===== config.mk =====
export PLATFORM = sky130hd
export DESIGN_NAME = evcnt_unit
export DESIGN_NICKNAME = d
export VERILOG_FILES = /design/src/rtl/evcnt_pkg.sv /design/src/rtl/evcnt_slice.sv /design/src/rtl/evcnt_bus_fsm.sv /design/src/rtl/evcnt_unit.sv
export SDC_FILE = /design/constraint.sdc
export NUM_CORES = 2
export LEC_CHECK = 0
export BUFFER_PORTS_ARGS = -buffer_cell sky130_fd_sc_hd__buf_4
export CORE_MARGIN = 8
export CORE_UTILIZATION = 45
export CTS_CLUSTER_SIZE = 25
export DETAILED_ROUTE_END_ITERATION = 7
export GPL_TIMING_DRIVEN = 0
export SYNTH_ARGS = -nofsm -noshare
export SYNTH_HDL_FRONTEND = slang
export SYNTH_SLANG_ARGS = --single-unit

===== constraint.sdc =====
create_clock -name clk -period 5 [get_ports clk]
set_input_delay 1 -clock clk [delete_from_list [all_inputs] [get_ports clk]]
set_output_delay 1 -clock clk [all_outputs]
set_load 0.005 [all_outputs]

===== src/rtl/evcnt_pkg.sv =====
package evcnt_pkg;
    localparam int ADDR_W  = 12;
    localparam int REGION_LSB = 8;
    localparam int WORD_LSB   = 3;

    // address regions selected by req_addr[ADDR_W-1:REGION_LSB]
    localparam int REGION_CNT = 0;
    localparam int REGION_CTL = 1;
    localparam int REGION_SEL = 2;

    localparam logic [ADDR_W-1:0] OFF_GCTRL  = 12'h400;
    localparam logic [ADDR_W-1:0] OFF_EN_SET = 12'h410;
    localparam logic [ADDR_W-1:0] OFF_EN_CLR = 12'h418;
    localparam logic [ADDR_W-1:0] OFF_IE_SET = 12'h420;
    localparam logic [ADDR_W-1:0] OFF_IE_CLR = 12'h428;
    localparam logic [ADDR_W-1:0] OFF_OVF    = 12'h440;

    localparam int GC_RUN  = 0;
    localparam int GC_ZERO = 1;

    typedef enum logic {ST_IDLE, ST_RESP} bus_state_e;
endpackage


===== src/rtl/evcnt_slice.sv =====
module evcnt_slice #(
    parameter int CTR_W  = 64,
    parameter int SEL_W  = 8,
    parameter int NUM_EV = 160
) (
    input  logic             clk,
    input  logic             rst_n,
    input  logic             run,
    input  logic [SEL_W-1:0] sel,
    input  logic [NUM_EV-1:0] ev_i,
    input  logic             wr_en,
    input  logic [CTR_W-1:0] wr_data,
    input  logic             zero_all,
    output logic [CTR_W-1:0] count,
    output logic             wrap
);
    localparam int EV_SPACE = 1 << SEL_W;

    logic [EV_SPACE-1:0] ev_pad;
    logic                hit;
    logic                inc;

    always_comb begin
        ev_pad    = EV_SPACE'(ev_i);
        ev_pad[0] = 1'b1;          // code zero: every cycle
        hit       = ev_pad[sel];
    end

    assign inc  = run && hit && !wr_en && !zero_all;
    assign wrap = inc && (&count);

    always_ff @(posedge clk or negedge rst_n) begin
        if (!rst_n)        count <= '0;
        else if (zero_all) count <= '0;
        else if (wr_en)    count <= wr_data;
        else if (inc)      count <= count + 1'b1;
    end
endmodule


===== src/rtl/evcnt_bus_fsm.sv =====
module evcnt_bus_fsm
    import evcnt_pkg::*;
#(
    parameter int DATA_W = 64
) (
    input  logic              clk,
    input  logic              rst_n,
    input  logic              req_valid,
    input  logic              req_write,
    input  logic [DATA_W-1:0] rd_next,
    output logic              req_ready,
    output logic              accept,
    output logic              rsp_valid,
    output logic [DATA_W-1:0] rsp_rdata
);
    bus_state_e state_q, state_d;

    always_ff @(posedge clk or negedge rst_n) begin
        if (!rst_n) state_q <= ST_IDLE;
        else        state_q <= state_d;
    end

    always_comb begin
        state_d = state_q;
        unique case (state_q)
            ST_IDLE: if (req_valid) state_d = ST_RESP;
            ST_RESP: state_d = ST_IDLE;
        endcase
    end

    always_comb begin
        req_ready = (state_q == ST_IDLE);
        rsp_valid = (state_q == ST_RESP);
        accept    = req_ready && req_valid;
    end

    always_ff @(posedge clk or negedge rst_n) begin
        if (!rst_n)      rsp_rdata <= '0;
        else if (accept) rsp_rdata <= req_write ? '0 : rd_next;
    end
endmodule


===== src/rtl/evcnt_unit.sv =====
module evcnt_unit
    import evcnt_pkg::*;
#(
    parameter int NUM_CTR = 8,
    parameter int DATA_W  = 64,
    parameter int SEL_W   = 8,
    parameter int NUM_EV  = 160
) (
    input  logic              clk,
    input  logic              rst_n,
    input  logic              req_valid,
    output logic              req_ready,
    input  logic              req_write,
    input  logic [ADDR_W-1:0] req_addr,
    input  logic [DATA_W-1:0] req_wdata,
    output logic              rsp_valid,
    output logic [DATA_W-1:0] rsp_rdata,
    input  logic [NUM_EV-1:0] ev_i,
    output logic              irq_o
);
    localparam int REGION_W = ADDR_W - REGION_LSB;
    localparam int SLOT_W   = REGION_LSB - WORD_LSB;

    logic                    accept, wr_acc;
    logic [REGION_W-1:0]     region;
    logic [SLOT_W-1:0]       slot;
    logic [ADDR_W-WORD_LSB-1:0] waddr;
    logic [DATA_W-1:0]       rd_next;

    logic                    glb_en;
    logic [NUM_CTR-1:0]      cnt_en, int_en, ovf_q;
    logic [NUM_CTR-1:0]      cnt_wr, sel_wr, wrap, ovf_clr;
    logic [SEL_W-1:0]        evsel [NUM_CTR];
    logic [NUM_CTR-1:0][DATA_W-1:0] cnt_q;
    logic                    zero_all;
    logic                    hit_gctrl, hit_en_set, hit_en_clr;
    logic                    hit_ie_set, hit_ie_clr, hit_ovf;

    evcnt_bus_fsm #(.DATA_W(DATA_W)) u_bus (
        .clk(clk), .rst_n(rst_n), .req_valid(req_valid), .req_write(req_write),
        .rd_next(rd_next), .req_ready(req_ready), .accept(accept),
        .rsp_valid(rsp_valid), .rsp_rdata(rsp_rdata)
    );

    assign wr_acc = accept && req_write;
    assign region = req_addr[ADDR_W-1:REGION_LSB];
    assign slot   = req_addr[REGION_LSB-1:WORD_LSB];
    assign waddr  = req_addr[ADDR_W-1:WORD_LSB];

    assign hit_gctrl  = (waddr == OFF_GCTRL[ADDR_W-1:WORD_LSB]);
    assign hit_en_set = (waddr == OFF_EN_SET[ADDR_W-1:WORD_LSB]);
    assign hit_en_clr = (waddr == OFF_EN_CLR[ADDR_W-1:WORD_LSB]);
    assign hit_ie_set = (waddr == OFF_IE_SET[ADDR_W-1:WORD_LSB]);
    assign hit_ie_clr = (waddr == OFF_IE_CLR[ADDR_W-1:WORD_LSB]);
    assign hit_ovf    = (waddr == OFF_OVF[ADDR_W-1:WORD_LSB]);

    assign zero_all = wr_acc && hit_gctrl && req_wdata[GC_ZERO];
    assign ovf_clr  = (wr_acc && hit_ovf) ? req_wdata[NUM_CTR-1:0] : '0;

    for (genvar i = 0; i < NUM_CTR; i++) begin : g_ctr
        assign cnt_wr[i] = wr_acc && (int'(region) == REGION_CNT) && (int'(slot) == i);
        assign sel_wr[i] = wr_acc && (int'(region) == REGION_SEL) && (int'(slot) == i);

        evcnt_slice #(.CTR_W(DATA_W), .SEL_W(SEL_W), .NUM_EV(NUM_EV)) u_slice (
            .clk(clk), .rst_n(rst_n), .run(glb_en && cnt_en[i]), .sel(evsel[i]),
            .ev_i(ev_i), .wr_en(cnt_wr[i]), .wr_data(req_wdata),
            .zero_all(zero_all), .count(cnt_q[i]), .wrap(wrap[i])
        );

        always_ff @(posedge clk or negedge rst_n) begin
            if (!rst_n)         evsel[i] <= '0;
            else if (sel_wr[i]) evsel[i] <= req_wdata[SEL_W-1:0];
        end
    end

    always_ff @(posedge clk or negedge rst_n) begin
        if (!rst_n) begin
            glb_en <= 1'b0;
            cnt_en <= '0;
            int_en <= '0;
            ovf_q  <= '0;
        end else begin
            if (wr_acc && hit_gctrl)  glb_en <= req_wdata[GC_RUN];
            if (wr_acc && hit_en_set) cnt_en <= cnt_en | req_wdata[NUM_CTR-1:0];
            if (wr_acc && hit_en_clr) cnt_en <= cnt_en & ~req_wdata[NUM_CTR-1:0];
            if (wr_acc && hit_ie_set) int_en <= int_en | req_wdata[NUM_CTR-1:0];
            if (wr_acc && hit_ie_clr) int_en <= int_en & ~req_wdata[NUM_CTR-1:0];
            ovf_q <= (ovf_q & ~ovf_clr) | wrap;
        end
    end

    assign irq_o = |(ovf_q & int_en);

    always_comb begin
        rd_next = '0;
        if (int'(region) == REGION_CNT) begin
            for (int i = 0; i < NUM_CTR; i++)
                if (int'(slot) == i) rd_next = cnt_q[i];
        end else if (int'(region) == REGION_SEL) begin
            for (int i = 0; i < NUM_CTR; i++)
                if (int'(slot) == i) rd_next = DATA_W'(evsel[i]);
        end else if (hit_gctrl) begin
            rd_next = DATA_W'(glb_en);
        end else if (hit_en_set || hit_en_clr) begin
            rd_next = DATA_W'(cnt_en);
        end else if (hit_ie_set || hit_ie_clr) begin
            rd_next = DATA_W'(int_en);
        end else if (hit_ovf) begin
            rd_next = DATA_W'(ovf_q);
        end
    end
endmodule


# [Yosys cells after proc, flatten, opt, wreduce, memory -nomap -nowiden]
# Cells that the tools add are included.
[classes] add_sub_neg=8 n_lt_le_gt_ge=8 n_eq_ne=14 muxes=70 bitwise_logic=10 reduce_logical=99
[ops] operator="$mux W64" n=42
[ops] operator="$add A64 B1 Y64 const B" n=8
[ops] operator="$reduce_and A64 Y1" n=8
[ops] operator="$mux W8" n=10
[ops] operator="$lt A8 B9 Y1 const B" n=8
[ops] operator="$logic_and A1 B1 Y1" n=67
[ops] operator="$bmux W1 S8" n=8
[ops] operator="$eq A9 B8 Y1 const B" n=6
[ops] operator="$and A8 B8 Y8" n=4
[ops] operator="$or A8 B8 Y8" n=3
[ops] operator="$reduce_bool A3 Y1" n=8
[ops] operator="$eq A5 B4 Y1 const B" n=4
[ops] operator="$not A8 Y8" n=2
[ops] operator="$eq A5 B3 Y1 const B" n=2
[ops] operator="$logic_not A1 Y1" n=9
[ops] operator="$mux W1" n=9
[ops] operator="$reduce_or A8 Y1" n=1
[ops] operator="$eq A5 B2 Y1 const B" n=1
[ops] operator="$logic_not A5 Y1" n=1
[ops] operator="$eq A4 B3 Y1 const B" n=1
[ops] operator="$logic_not A4 Y1" n=1
[ops] operator="$reduce_bool A2 Y1" n=2
[ops] operator="$logic_or A1 B1 Y1" n=2
[ops] operator="$pmux W1 S2" n=1
[ops] operator="$not A1 Y1" n=1
[totals] reg_bits=666 in_bits=240 out_inout_bits=67 word_cells=231

# [Logic depth before layout (Yosys ltp)]
[depth] depth_word=12 mapped_depth=15 ltp_nobuf=9

# [Modules after synthesis]
# From an unflattened synthesis, not the netlist that was laid out.
[hier_totals] cells_unflattened=6077 area_unflattened_um2=58242.1
[modules_own_cells] mod="evcnt_slice (g_ctr[0].u_slice ...)" n_inst=7 cells_per_inst=622 area_per_inst_um2=5823.1 seq_area_each_um2=1601.5
[modules_own_cells] mod="evcnt_unit" n_inst=1 cells_per_inst=872 area_per_inst_um2=8559.5 seq_area_each_um2=2227.1
[modules_own_cells] mod="evcnt_slice (g_ctr[7].u_slice)" n_inst=1 cells_per_inst=642 area_per_inst_um2=5809.3 seq_area_each_um2=1601.5
[modules_own_cells] mod="evcnt_bus_fsm" n_inst=1 cells_per_inst=209 area_per_inst_um2=3111.7 seq_area_each_um2=1626.6

# [Worst setup path before layout]
# Ideal clock, no wire load.
[synth_timing] kind="input-to-reg" start="input req_addr[9]" end="register g_ctr[2].u_slice.count[48]" setup_time_ns=0.121 t_arrival_ns=3.548 required_time_ns=4.879 path_slack_ns=1.331 cell_stages=11 n_path_buf=2 path_cell_list="or4_1 > nor2_1 > and2_1 > clkbuf_1 > nor4_1 > a31oi_1 > nand2_2 > nor3_2 > buf_2 > a21oi_1 > o22a_1"
[synth_between] elab_chain_len=7 elab_cells_between_ends=13 cone_classes="eq/ne (1); mux (2); reduce/logical (10)"
[synth_rtl] item="start, declared" line="evcnt_unit.sv:14" text="input logic [ADDR_W-1:0] req_addr,"
[synth_rtl] item="parallel branches: the longest is 7 deep, another holds $eq A9 B8 Y1"
[synth_rtl] item="end signal, assigned" line="evcnt_slice.sv:35" text="else if (wr_en) count <= wr_data;"
[synth_rtl] item="end signal, assigned" line="evcnt_slice.sv:36" text="else if (inc) count <= count + 1'b1;"
[synth_rtl] item="end, declared" line="evcnt_slice.sv:14" text="output logic [CTR_W-1:0] count,"
# Several ways; the timed one is not identified.
# A chain may end at the register's enable or synchronous reset.

# [Worst setup path in the final report]
[layout_timing] start="input req_addr[9]" end="register g_ctr[0].u_slice.count[46]"
[layout_between] elab_chain_len=7 elab_cells_between_ends=13 cone_classes="eq/ne (1); mux (2); reduce/logical (10)"
[layout_rtl] item="parallel branches: the longest is 7 deep, another holds $eq A9 B8 Y1"
[layout_rtl] item="end signal, assigned" line="evcnt_slice.sv:35"
[layout_rtl] item="end signal, assigned" line="evcnt_slice.sv:36"
[layout_rtl] item="end, declared" line="evcnt_slice.sv:14"
# Several ways; the timed one is not identified.

==> summary.md <==
| Metric | Value |
|---|---|
| Status | `finished with violations` |
| Violated checks | `DRC, capacitance limit, slew limit, setup timing` |
| Initial DRC Count | `10200` |
| RSZ-0062 raised after global routing | `no` |
| Max-cap violations | `5` |
| Main combinational cell family by area after synthesis | `compound AO/OA/AOI/OAI gates` |
| First-pass GRT wire length | `403 mm` |
| Number of I/O pins | `around 310` |
| Layout Nets | `6258` |
| Setup TNS | `-2.38 ns` |
| Starting Density | `45.5%` |
| Largest net degree at the start of global routing | `108` |
| TritonCTS Buffers | `between 80 and 90` |
| Max rail drop VDD | `261 µV` |
| Mapped cell area | `around 51000 µm²` |
| Mux cell area share after synthesis | `17.5%` |
| CP peak stage delay | `about 0.76 ns` |
| Synth Area in Compound Gates | `20.8%` |
| Post-synth ARST share | `100%` |
| Die Span X | `353 µm` |
| Commonest non-fill, non-tap cells in the layout | `dfrtp_1 (666), o21ai_0 (567), a21oi_1 (498), nand2_1 (420), clkbuf_1 (360)` |
| Comb pwr share | `12.6%` |
| Pwr/cell area | `233 nW/µm²` |
| Flops & latches, synth | `666` |
| Worst path slowest cell | `clkbuf_1` |
| GR Overflow Total | `0` |
| Syn Inst Count | `5620` |
| Worst Setup Slack, final | `-0.152 ns` |
| Sequential share of power | `approximately two fifths` |
| WL final | `291 mm` |
| Max FO, Critical Path | `10` |
| Synth Area in Simple Gates | `around 18%` |
| Fin util | `51.9%` |
| Max-slew violation count | `46` |
| Core area | `113000 µm²` |
| Vias in the first global route | `~52000` |
| Synth Flop Type | `dfrtp_1` |
| CP Capture Type | `register` |
| WS Path Type | `in2reg` |
| DR vias | `55600` |
| H-tree levels | `3` |
| DIE AREA | `125000 µm²` |
| Switch Pwr | `3.99 mW` |
| Fmax | `194 MHz` |
| Worst hold path type | `in2async` |
| Rel. slew slack | `-11.1%` |
| Dpl ws | `-1.42 ns` |
| Final non-filler cell total | `7594` |
| Yosys cell types | `90` |
| Cells after DPL | `7425` |
| Final hold vios | `0` |
| Req. time, crit path | `around 5.5 ns` |
| Setup Viol. Count Final | `between 40 and 50` |
| Clk sinks | `666` |
| Clock Skew | `0.0303 ns` |
| Die height | `approximately 350 µm` |
| Critical path startpoint category | `primary input` |
| LEAKAGE | `approximately 22 nW` |
| Drt drc | `6` |
| Switching share of power | `29.3%` |
| Total track usage | `44.5%` |
| Post-Place Cell Area | `55600 µm²` |
| Least-Margin Pin Slew | `1.67 ns` |
| Synth Area in XOR/XNOR | `6.60%` |
| Mean routed wirelength per cell | `~38 µm` |
| Final instance area | `58500 µm²` |
| Syn Area/Cell | `9.12 µm²` |
| Final Cycle Share | `103%` |
| Clock root cell | `clkbuf_16` |
| Post-synthesis sequential area ratio | `32.5%` |
| CP bufs+invs | `4` |
| EDFF count, synth | `0` |
| YS warnings | `0` |
| Post-Synth Adder-Cell Area | `0.195%` |
| Net Count, Synth | `5868` |
| Dpl hpwl | `227 mm` |
| First-pass DRT Iterations | `8` |
| Cell breakdown of the critical path | `buf_4, nor4_2, and4_1, clkbuf_1, nor3_1, and4_1, a41oi_1, and3_1, buf_2, clkbuf_1, nand2_1, nor2_1, o41ai_1` |
| Area delta synth->final | `14.2%` |
| Row cnt | `123` |
| Port buffer count | `293` |
| Data arrival, critical path | `5.69 ns` |
| Initial antenna violation count | `38` |
| Commonest non-fill, non-tap cell in the layout | `dfrtp_1` |
| Share of cells above drive strength 1 | `16.0%` |
| Buffer depth of the longest clock path | `3` |
| Global placement routability congestion | `roughly 1.1` |
| Clock insertion delay at the later pin of the skew report | `0.69 ns` |
| Vias/cell | `about 7.3` |
| Clk pin slew, worst setup/hold paths | `0.07 ns` |
| CTS tree | `done` |
| Pint | `between 9 and 10 mW` |
| Period minus WS final | `5.15 ns` |
| Clock power frac | `between 40% and 50%` |
| Cts hold-fix bufs | `0` |
| Routed Antenna Nets | `0` |
| Top cell family by delay on the critical path | `simple AND/OR/NAND/NOR gates` |
==> repair_timing <==
item	4_1_cts	5_1_grt
pin swaps	2	2
setup buffers	5	0
resized for setup	14	41
endpoints found under the setup margin	230	199
hold endpoints to repair	0	0
==> cells by family (layout without fill, tap and decap cells) <==
logic type | after synthesis | in the layout
fa+ha+maj | 8 | 8
other cells | 0 | 18
buf+inv | 564 | 1020
simple gates | 1743 | 1743
xor+xnor | 386 | 386
flops | 666 | 666
mux | 536 | 536
compound gates | 1717 | 1717
==> state kept, by name, summed over array words and instances, names as in the netlist, named ones only <==
signal and cells:
evsel 64, g_ctr.u_slice.count 512, glb_en 1, ovf_q 8, u_bus.rsp_rdata 64, u_bus.rsp_valid 1
==> through the flow <==
step	hold slack [ns]	total power, mW
after detailed placement	0.471	7.36
after CTS	0.0750	13.5
after global routing	0.0962	13.8
after global placement	0.464	7.32
after floorplan	0.468	6.37
final	0.100	13.6
==> final cells by class <==
class | count | area, µm²
plain buffers | 486 | 2170
flip-flops and latches | 666 | 16700
repair buffers | 311 | 2510
clock inverters | 30 | 313
clock buffers | 119 | 2380
inverters | 74 | 278
well taps | 1500 | 1880
diodes | 18 | 45.0
multi-input cells | 4390 | 32300
fillers | 10800 | 54100
==> cell usage after synthesis (14+ instances only) <==
library cell / number / area, µm²
a2111oi_0: 24 / 210
a211oi_1: 77 / 578
a21o_1: 17 / 128
a21oi_1: 499 / 2500
a221oi_1: 75 / 657
a222oi_1: 70 / 701
a22oi_1: 133 / 998
a31oi_1: 81 / 507
and2_1: 36 / 225
and3_1: 128 / 801
and4_1: 45 / 394
buf_1: 28 / 105
buf_2: 62 / 310
buf_4: 26 / 195
clkbuf_1: 359 / 1350
dfrtp_1: 666 / 16700
inv_1: 72 / 270
mux2_2: 79 / 890
mux2i_1: 179 / 1790
mux4_2: 267 / 6010
nand2_1: 420 / 1580
nand2b_1: 42 / 263
nand3_1: 227 / 1140
nand3b_1: 14 / 105
nand4_1: 165 / 1030
nor2_1: 287 / 1080
nor2b_1: 34 / 213
nor3_1: 129 / 646
nor3b_1: 32 / 240
nor4_1: 72 / 450
nor4b_1: 25 / 219
o211ai_1: 21 / 158
o21ai_0: 568 / 2840
or2_2: 14 / 87.6
or3_1: 30 / 188
xnor2_1: 230 / 2010
xor2_1: 156 / 1370
==> path summary, 6_finish.rpt <==
kind	slack [ns]	startpoint	cells after the start	to
worst max-delay path	-0.15	req_addr[9]	13	g_ctr[0].u_slice.count[46]
worst min-delay path	0.10	rst_n	1	evsel[1]
worst max register to register	-0.12	evsel[17]	14	g_ctr[5].u_slice.count[53]
worst min register to register	0.48	u_bus.rsp_rdata[40]	2	u_bus.rsp_rdata[40]
max in group asynchronous	3.03	rst_n	4	g_ctr[0].u_slice.count[32]
min in group clk	0.48	u_bus.rsp_rdata[40]	2	u_bus.rsp_rdata[40]
==> layer usage <==
metal	track usage, %	vias up	wire, µm
li1	-	22400	-
met5	3.65	-	756
met1	60.0	27700	111000
met3	23.7	818	52600
met4	16.6	18	13700
met2	59.3	4682	113000
==> power groups by stage <==
| stage | sequential (mW) | combinational [mW] | clock (mW) |
|---|---|---|---|
| 2_1_floorplan | 5.70 | 0.668 | 0 |
| 3_3_place_gp | 5.76 | 1.56 | 0 |
| 3_5_place_dp | 5.76 | 1.60 | 0 |
| 4_1_cts | 5.67 | 1.60 | 6.19 |
| 5_1_grt | 5.68 | 1.74 | 6.41 |
| 6_report | 5.68 | 1.71 | 6.22 |
==> worst reg2reg max path, delay by kind of cell (launching register included) <==
kind | cells | cell delay (ns)
buffers and inverters | 5 | 1.82
AO/OA/AOI/OAI | 5 | 1.75
AND/OR/NAND/NOR | 3 | 0.53
flip-flops | 1 | 0.46
multiplexers | 1 | 0.43
No activity file was read; power rests on OpenSTA's default activity.
